## config.mk

```make
export PLATFORM = sky130hd
export DESIGN_NAME = sdram_cmd_monitor
export DESIGN_NICKNAME = d
export VERILOG_FILES = /design/src/rtl/sdmon_pkg.sv /design/src/rtl/sdmon_decode.sv /design/src/rtl/sdmon_age.sv /design/src/rtl/sdmon_bank.sv /design/src/rtl/sdram_cmd_monitor.sv
export SDC_FILE = /design/constraint.sdc
export NUM_CORES = 1
export LEC_CHECK = 0
export ABC_CLOCK_PERIOD_IN_PS = 3450
export BUFFER_PORTS_ARGS = -buffer_cell sky130_fd_sc_hd__buf_2
export CAP_MARGIN = 25
export CORE_UTILIZATION = 55
export DETAILED_ROUTE_END_ITERATION = 16
export GPL_ROUTABILITY_DRIVEN = 0
export PLACE_DENSITY = 0.73
export SETUP_SLACK_MARGIN = 0.4
export SYNTH_ARGS = -nofsm -noshare
export SYNTH_HDL_FRONTEND = slang
export SYNTH_HIERARCHICAL = 1
export SYNTH_SLANG_ARGS = --single-unit
```

## constraint.sdc

```tcl
create_clock -name clk -period 3.45 [get_ports clk]
set_input_delay 0.5175 -clock clk [delete_from_list [all_inputs] [get_ports clk]]
set_output_delay 0.5175 -clock clk [all_outputs]
set_load 0.05 [all_outputs]
```

## src/rtl/sdmon_pkg.sv

```systemverilog
`timescale 1ns/1ps
package sdmon_pkg;

  typedef enum logic [2:0] {
    C_NOP, C_MRS, C_REF, C_ACT, C_RD, C_WR, C_BST, C_PRE
  } cmd_e;

  // violation codes; a lower value wins when several apply
  localparam logic [3:0] V_NONE     = 4'd0;
  localparam logic [3:0] V_MRD      = 4'd1;
  localparam logic [3:0] V_RFC      = 4'd2;
  localparam logic [3:0] V_MRS_OPEN = 4'd3;
  localparam logic [3:0] V_REF_OPEN = 4'd4;
  localparam logic [3:0] V_AP_BUSY  = 4'd5;
  localparam logic [3:0] V_IDLE     = 4'd6;
  localparam logic [3:0] V_ACT_OPEN = 4'd7;
  localparam logic [3:0] V_RCD      = 4'd8;
  localparam logic [3:0] V_RP       = 4'd9;
  localparam logic [3:0] V_RRD      = 4'd10;
  localparam logic [3:0] V_RAS      = 4'd11;

  function automatic int imax(input int a, input int b);
    return (a > b) ? a : b;
  endfunction

endpackage

```

## src/rtl/sdmon_decode.sv

```systemverilog
`timescale 1ns/1ps
module sdmon_decode
  import sdmon_pkg::*;
(
  input  logic en,
  input  logic cs_n,
  input  logic ras_n,
  input  logic cas_n,
  input  logic we_n,
  output cmd_e cmd
);

  always_comb begin
    cmd = C_NOP;
    if (en && !cs_n) begin
      case ({ras_n, cas_n, we_n})
        3'b000:  cmd = C_MRS;
        3'b001:  cmd = C_REF;
        3'b011:  cmd = C_ACT;
        3'b101:  cmd = C_RD;
        3'b100:  cmd = C_WR;
        3'b110:  cmd = C_BST;
        3'b010:  cmd = C_PRE;
        default: cmd = C_NOP;
      endcase
    end
  end

endmodule

```

## src/rtl/sdmon_age.sv

```systemverilog
`timescale 1ns/1ps
module sdmon_age #(
  parameter int W = 4
) (
  input  logic         clk,
  input  logic         rst,
  input  logic         start,
  output logic [W-1:0] age
);

  // clocks since the last start, saturating at all ones
  always_ff @(posedge clk) begin
    if (rst)               age <= '1;
    else if (start)        age <= W'(1);
    else if (age != '1)    age <= age + W'(1);
  end

endmodule

```

## src/rtl/sdmon_bank.sv

```systemverilog
`timescale 1ns/1ps
module sdmon_bank #(
  parameter int AGE_W     = 4,
  parameter int BURST_LEN = 4,
  parameter int LEFT_W    = 3
) (
  input  logic             clk,
  input  logic             rst,
  input  logic             act_i,
  input  logic             pre_i,
  input  logic             ap_i,
  output logic             open_o,
  output logic             ap_run_o,
  output logic [AGE_W-1:0] act_age_o,
  output logic [AGE_W-1:0] pre_age_o
);

  logic [LEFT_W-1:0] left_q;
  logic              open_q;
  logic              ap_close;
  logic              close_evt;

  assign ap_close  = (left_q == LEFT_W'(1));
  assign close_evt = (pre_i && open_q) || ap_close;

  always_ff @(posedge clk) begin
    if (rst) begin
      open_q <= 1'b0;
      left_q <= '0;
    end else begin
      if (act_i)          open_q <= 1'b1;
      else if (close_evt) open_q <= 1'b0;

      if (ap_i)                left_q <= LEFT_W'(BURST_LEN - 1);
      else if (left_q != '0)   left_q <= left_q - LEFT_W'(1);
    end
  end

  sdmon_age #(.W(AGE_W)) u_act_age (
    .clk(clk), .rst(rst), .start(act_i), .age(act_age_o)
  );

  sdmon_age #(.W(AGE_W)) u_pre_age (
    .clk(clk), .rst(rst), .start(close_evt), .age(pre_age_o)
  );

  assign open_o   = open_q;
  assign ap_run_o = (left_q != '0);

endmodule

```

## src/rtl/sdram_cmd_monitor.sv

```systemverilog
`timescale 1ns/1ps
module sdram_cmd_monitor
  import sdmon_pkg::*;
#(
  parameter int BA_W      = 2,
  parameter int T_RCD     = 3,
  parameter int T_RP      = 3,
  parameter int T_RRD     = 2,
  parameter int T_RAS     = 6,
  parameter int T_RFC     = 8,
  parameter int T_MRD     = 2,
  parameter int BURST_LEN = 4,
  parameter int CYC_W     = 16
) (
  input  logic             clk,
  input  logic             rst,
  input  logic             clr,
  input  logic             cke,
  input  logic             cs_n,
  input  logic             ras_n,
  input  logic             cas_n,
  input  logic             we_n,
  input  logic [BA_W-1:0]  ba,
  input  logic             a10,
  output logic             err_flag,
  output logic [3:0]       err_code,
  output logic [CYC_W-1:0] err_cycle
);

  localparam int NB     = 1 << BA_W;
  localparam int T_MAX  = imax(imax(imax(T_RCD, T_RP), imax(T_RRD, T_RAS)),
                               imax(T_RFC, T_MRD));
  localparam int AGE_W  = $clog2(T_MAX + 1) + 1;
  localparam int LEFT_W = $clog2(BURST_LEN) + 1;

  localparam logic [AGE_W-1:0] L_RCD = AGE_W'(T_RCD);
  localparam logic [AGE_W-1:0] L_RP  = AGE_W'(T_RP);
  localparam logic [AGE_W-1:0] L_RRD = AGE_W'(T_RRD);
  localparam logic [AGE_W-1:0] L_RAS = AGE_W'(T_RAS);
  localparam logic [AGE_W-1:0] L_RFC = AGE_W'(T_RFC);
  localparam logic [AGE_W-1:0] L_MRD = AGE_W'(T_MRD);

  // clock-enable history: a command counts only if cke was high one edge earlier
  logic cke_q;
  always_ff @(posedge clk) cke_q <= cke;

  cmd_e cmd;
  sdmon_decode u_dec (
    .en(cke_q), .cs_n(cs_n), .ras_n(ras_n), .cas_n(cas_n), .we_n(we_n), .cmd(cmd)
  );

  logic is_cmd, is_rw;
  assign is_cmd = (cmd != C_NOP);
  assign is_rw  = (cmd == C_RD) || (cmd == C_WR);

  logic [NB-1:0]    act_hit, pre_hit, ap_hit, bank_open, ap_run, ras_short;
  logic [AGE_W-1:0] act_age [NB];
  logic [AGE_W-1:0] pre_age [NB];

  for (genvar g = 0; g < NB; g++) begin : g_bank
    logic sel;
    assign sel        = (ba == BA_W'(g));
    assign act_hit[g] = (cmd == C_ACT) && sel;
    assign pre_hit[g] = (cmd == C_PRE) && (a10 || sel);
    assign ap_hit[g]  = is_rw && a10 && sel;

    sdmon_bank #(.AGE_W(AGE_W), .BURST_LEN(BURST_LEN), .LEFT_W(LEFT_W)) u_bank (
      .clk      (clk),
      .rst      (rst),
      .act_i    (act_hit[g]),
      .pre_i    (pre_hit[g]),
      .ap_i     (ap_hit[g]),
      .open_o   (bank_open[g]),
      .ap_run_o (ap_run[g]),
      .act_age_o(act_age[g]),
      .pre_age_o(pre_age[g])
    );

    assign ras_short[g] = pre_hit[g] && bank_open[g] && (act_age[g] < L_RAS);
  end

  logic [AGE_W-1:0] mrs_age, ref_age, any_act_age;

  sdmon_age #(.W(AGE_W)) u_mrs_age (
    .clk(clk), .rst(rst), .start(cmd == C_MRS), .age(mrs_age)
  );
  sdmon_age #(.W(AGE_W)) u_ref_age (
    .clk(clk), .rst(rst), .start(cmd == C_REF), .age(ref_age)
  );
  sdmon_age #(.W(AGE_W)) u_act_any (
    .clk(clk), .rst(rst), .start(cmd == C_ACT), .age(any_act_age)
  );

  // rule evaluation, highest priority first
  logic [3:0] viol;
  always_comb begin
    viol = V_NONE;
    if (is_cmd && (mrs_age < L_MRD))                             viol = V_MRD;
    else if (is_cmd && (ref_age < L_RFC))                        viol = V_RFC;
    else if ((cmd == C_MRS) && (|bank_open))                     viol = V_MRS_OPEN;
    else if ((cmd == C_REF) && (|bank_open))                     viol = V_REF_OPEN;
    else if (is_rw && (|ap_run))                                 viol = V_AP_BUSY;
    else if ((is_rw || ((cmd == C_PRE) && !a10)) && !bank_open[ba]) viol = V_IDLE;
    else if ((cmd == C_ACT) && bank_open[ba])                    viol = V_ACT_OPEN;
    else if (is_rw && (act_age[ba] < L_RCD))                     viol = V_RCD;
    else if ((cmd == C_ACT) && (pre_age[ba] < L_RP))             viol = V_RP;
    else if ((cmd == C_ACT) && (any_act_age < L_RRD))            viol = V_RRD;
    else if (|ras_short)                                         viol = V_RAS;
  end

  // free-running cycle count and first-error record
  logic [CYC_W-1:0] cyc_q;
  always_ff @(posedge clk) begin
    if (rst) begin
      cyc_q     <= '0;
      err_flag  <= 1'b0;
      err_code  <= V_NONE;
      err_cycle <= '0;
    end else begin
      cyc_q <= cyc_q + CYC_W'(1);
      if (clr) begin
        err_flag  <= 1'b0;
        err_code  <= V_NONE;
        err_cycle <= '0;
      end else if (!err_flag && (viol != V_NONE)) begin
        err_flag  <= 1'b1;
        err_code  <= viol;
        err_cycle <= cyc_q;
      end
    end
  end

endmodule

```

==> metrics.txt <==
HPWL after DPL=slightly below 9000 microns; end of the worst register-to-register path=err_cycle[8]; WL per Instance=~14 microns; hold bufs inserted after CTS=0; number of sinks driven by the clock tree=109; number of top-level pins=32; clock edge transition at the registers on the reported setup and hold paths=approximately 100 ps; Num CTS Buffers=9; worst setup path class=flop to flop; CP endpoint=err_cycle[8]; period utilisation layout=between 80% and 90%; cell count after placement=between 800 and 900; ordered list of cells on the worst path=inv_1, ha_1, nand2b_4, o41ai_1, a21boi_0, and3b_4, a31oi_4, buf_4, mux2i_1; overall routing resource usage=a little over a fifth; average vias per placed instance=roughly 5.8; maximum clock frequency=~360 MHz; Rows=38; cell area after synthesis=a little over 6000 sq um; global route total overflow=0; input/output buffers=31; core region area=roughly 11000 sq um; H-tree level count=3; Seq/Total Area, Yosys=a little over a third; DRC=0; Synth async-reset ratio=0%; Worst path top cell family by delay=compound AO/OA/AOI/OAI gates; Setup Total Neg Slack=0 ps; TritonCTS clock tree=done; slack of the worst reg-to-reg path=between 600 and 700 ps; setup repair after global routing missed its margin=false; number of endpoints failing setup at the final stage=0; highest net fanout along the worst path=18; Final Max Tran Viols=0; initial core utilization=around 57%; share of layout cells above drive strength 1=between 10% and 20%; Hold Path Class=input port to flop; worst reg2reg path depth=9; element type at the critical path end=flop; Detail Route Antenna Nets=0; transition time of the tightest slew-check pin=between 700 and 800 ps; violation count after the first detailed-route iteration=about 260; mean post-synth cell area=between 9 and 10 sq um; signal arrival time at the worst endpoint=slightly above 3000 ps; number of cells in the finished layout apart from fillers=slightly above 800; maximum number of pins on one net before global-route repair=65; slowest CP cell=o41ai_1; largest vdd supply drop=between 0.0004 and 0.0005 V; root buffer cell=clkbuf_8; final net count=between 700 and 800; number of hold violations in the final report=0; Primary FF master, synth=dfxtp_1; leakage power figure=approximately 2.6 nW; fin util=59.5%; Yosys warning total=6; Total Power Consumption=slightly above 5 mW; CP bufs+invs=2; Final Routed Wirelength=around 12000 microns; Final Cell Area=between 6000 and 7000 sq um; count of distinct cell types in the synthesized netlist=59; drt first pass iters=5; vias in the first global route=4369; DIE HEIGHT=about 110 microns; number of antenna violations at the first check in global routing=0; number of nets produced by synthesis=710; instance count of the mapped netlist=approximately 650; area overhead of the layout relative to synthesis=5.04%; path length in cells of the critical path=9; Synth Register Bits=around 110; max-capacitance violation count=0; CP max stage delay=between 700 and 800 ps; die outline width=~110 microns; area taken by multi-input logic gates=~3600 sq um; EDFF count, synth=0; post-layout min period=2790 ps; startpoint class of the critical path=flop; vias after detailed routing=4785; worst-skew pair later-pin latency=around 390 ps; required time at the worst-slack endpoint=3720 ps; die outline area=11600 sq um; deepest clock path buffer count=2; start point of the worst hold path=cke; power per cell area=approximately 800 nW/um^2; skew final=~10 ps; count of buffers added by post-CTS timing repair for setup=0; Sequential cell area=between 2000 and 2500 sq um; run status=finished, final reports clean; # diodes=0; relative slew slack=a little under half; number of fill cells in the layout=964; crit path from=g_bank[1].u_bank/left_q[0]; DP Area=between 6000 and 7000 sq um; wire length of the first global-routing pass=just under 20000 microns; launch point of the worst reg-to-reg path=g_bank[1].u_bank/left_q[0]
cells by family after synthesis:
family | Yosys count | share of synthesized area [%]
AOI/OAI and AO/OA | 133 | 15.4
xor gates and xnor gates | 29 | 4.14
adders and majority gates | 46 | 9.38
buffers and inverters | 58 | 6.40
DFF | 109 | 35.6
muxes | 43 | 7.22
and+or+nand+nor | 235 | 21.9
sequential cells by signal (all words and copies together) (netlist names), 4 cells and up:
| name | count |
|---|---|
| err_code | 4 |
| u_mrs_age/age | 5 |
| g_bank.u_bank/open_o | 4 |
| g_bank.u_bank/u_pre_age/age | 20 |
| u_ref_age/age | 5 |
| u_act_any/age | 5 |
| g_bank.u_bank/u_act_age/age | 20 |
| err_cycle | 16 |
| g_bank.u_bank/left_q | 12 |
| cyc_q | 16 |
stage by stage:
step                hold WS [ps]  setup WS, ps
floorplan                    426           749
global placement             439           444
detailed placement           444           245
CTS                          205           576
global route                 201           487
finish                       226           660
where the power goes:
group / total [mW] / internal (mW) / switching, mW
clock network: 0.734 / 0.286 / 0.448
logic: 2.35 / 1.18 / 1.17
registers: 2.02 / 1.63 / 0.390
total: 5.10 / 3.10 / 2.00
worst register-to-register path, cell delays in order (launching register included):
cell	delay [ps]
dfxtp_1	350
inv_1	90
ha_1	220
nand2b_4	100
o41ai_1	750
a21boi_0	390
and3b_4	290
a31oi_4	80
buf_4	240
mux2i_1	160
worst min path at each step:
stage / end / slack, ps / depth (start not counted)
finish: cke_q / 230 / 1
global route: cke_q / 200 / 1
CTS: cke_q / 200 / 1
detailed placement: err_cycle[13] / 440 / 2
global placement: err_cycle[15] / 440 / 2
floorplan: cyc_q[0] / 430 / 1
cell type report:
class                   count  area share [%]
inverters                  34            1.98
clock buffers              10            2.14
multi-input cells         486            55.4
repair buffers             38            3.22
flip-flops and latches    109            33.9
clock inverters             6           0.699
well taps                 140            2.72
cell usage after synthesis, drive strengths merged (5+ instances only):
cell | instances | share of area, %
xor2 | 11 | 1.6
o21bai | 44 | 5.4
clkbuf | 6 | 0.69
dfxtp | 109 | 36
nand3 | 18 | 1.5
inv | 34 | 2.1
buf | 16 | 2.9
or3 | 11 | 1.1
a21oi | 33 | 2.8
nor2 | 40 | 2.4
nor3 | 22 | 2.3
ha | 46 | 9.4
o211ai | 11 | 1.3
nand2b | 14 | 2.0
nor4b | 13 | 1.9
nand4b | 12 | 1.7
a21boi | 5 | 0.61
and3 | 15 | 1.5
nand2 | 56 | 3.4
a31oi | 17 | 2.0
mux2i | 42 | 6.9
a211oi | 5 | 0.69
or4 | 13 | 1.7
xnor2 | 18 | 2.6
routing by layer:
layer / track usage (%) / part of all wire, %
met1: 25.6 / 46
met2: 36.2 / 48
met3: 6.30 / 5.2
met4: 6.46 / 1.1
met5: 0 / 0
cells in the final DEF, fill, tap and decap left out, types with 5 or more instances in the layout:
cell type	instances
a21oi_1	31
ha_1	46
xor2_1	11
o21bai_1	44
nand4b_1	12
a21boi_0	5
and3_1	15
or4_1	12
nand3_1	18
nand2_1	56
nor2_1	39
nand2b_4	5
mux2i_1	42
nor4b_1	13
nand2b_1	9
a31oi_1	16
or3_1	11
nor3_1	17
xnor2_1	18
o211ai_1	11
inv_1	34
dfxtp_1	109
buf_4	7
buf_2	31
clkbuf_8	10
timing repair:
action / CTS / global route
endpoints found under the hold margin: 0 / 0
endpoints found under the setup margin: 0 / 16
resized for setup: 0 / 1
Note: power is estimated with default switching activity, not from simulation.
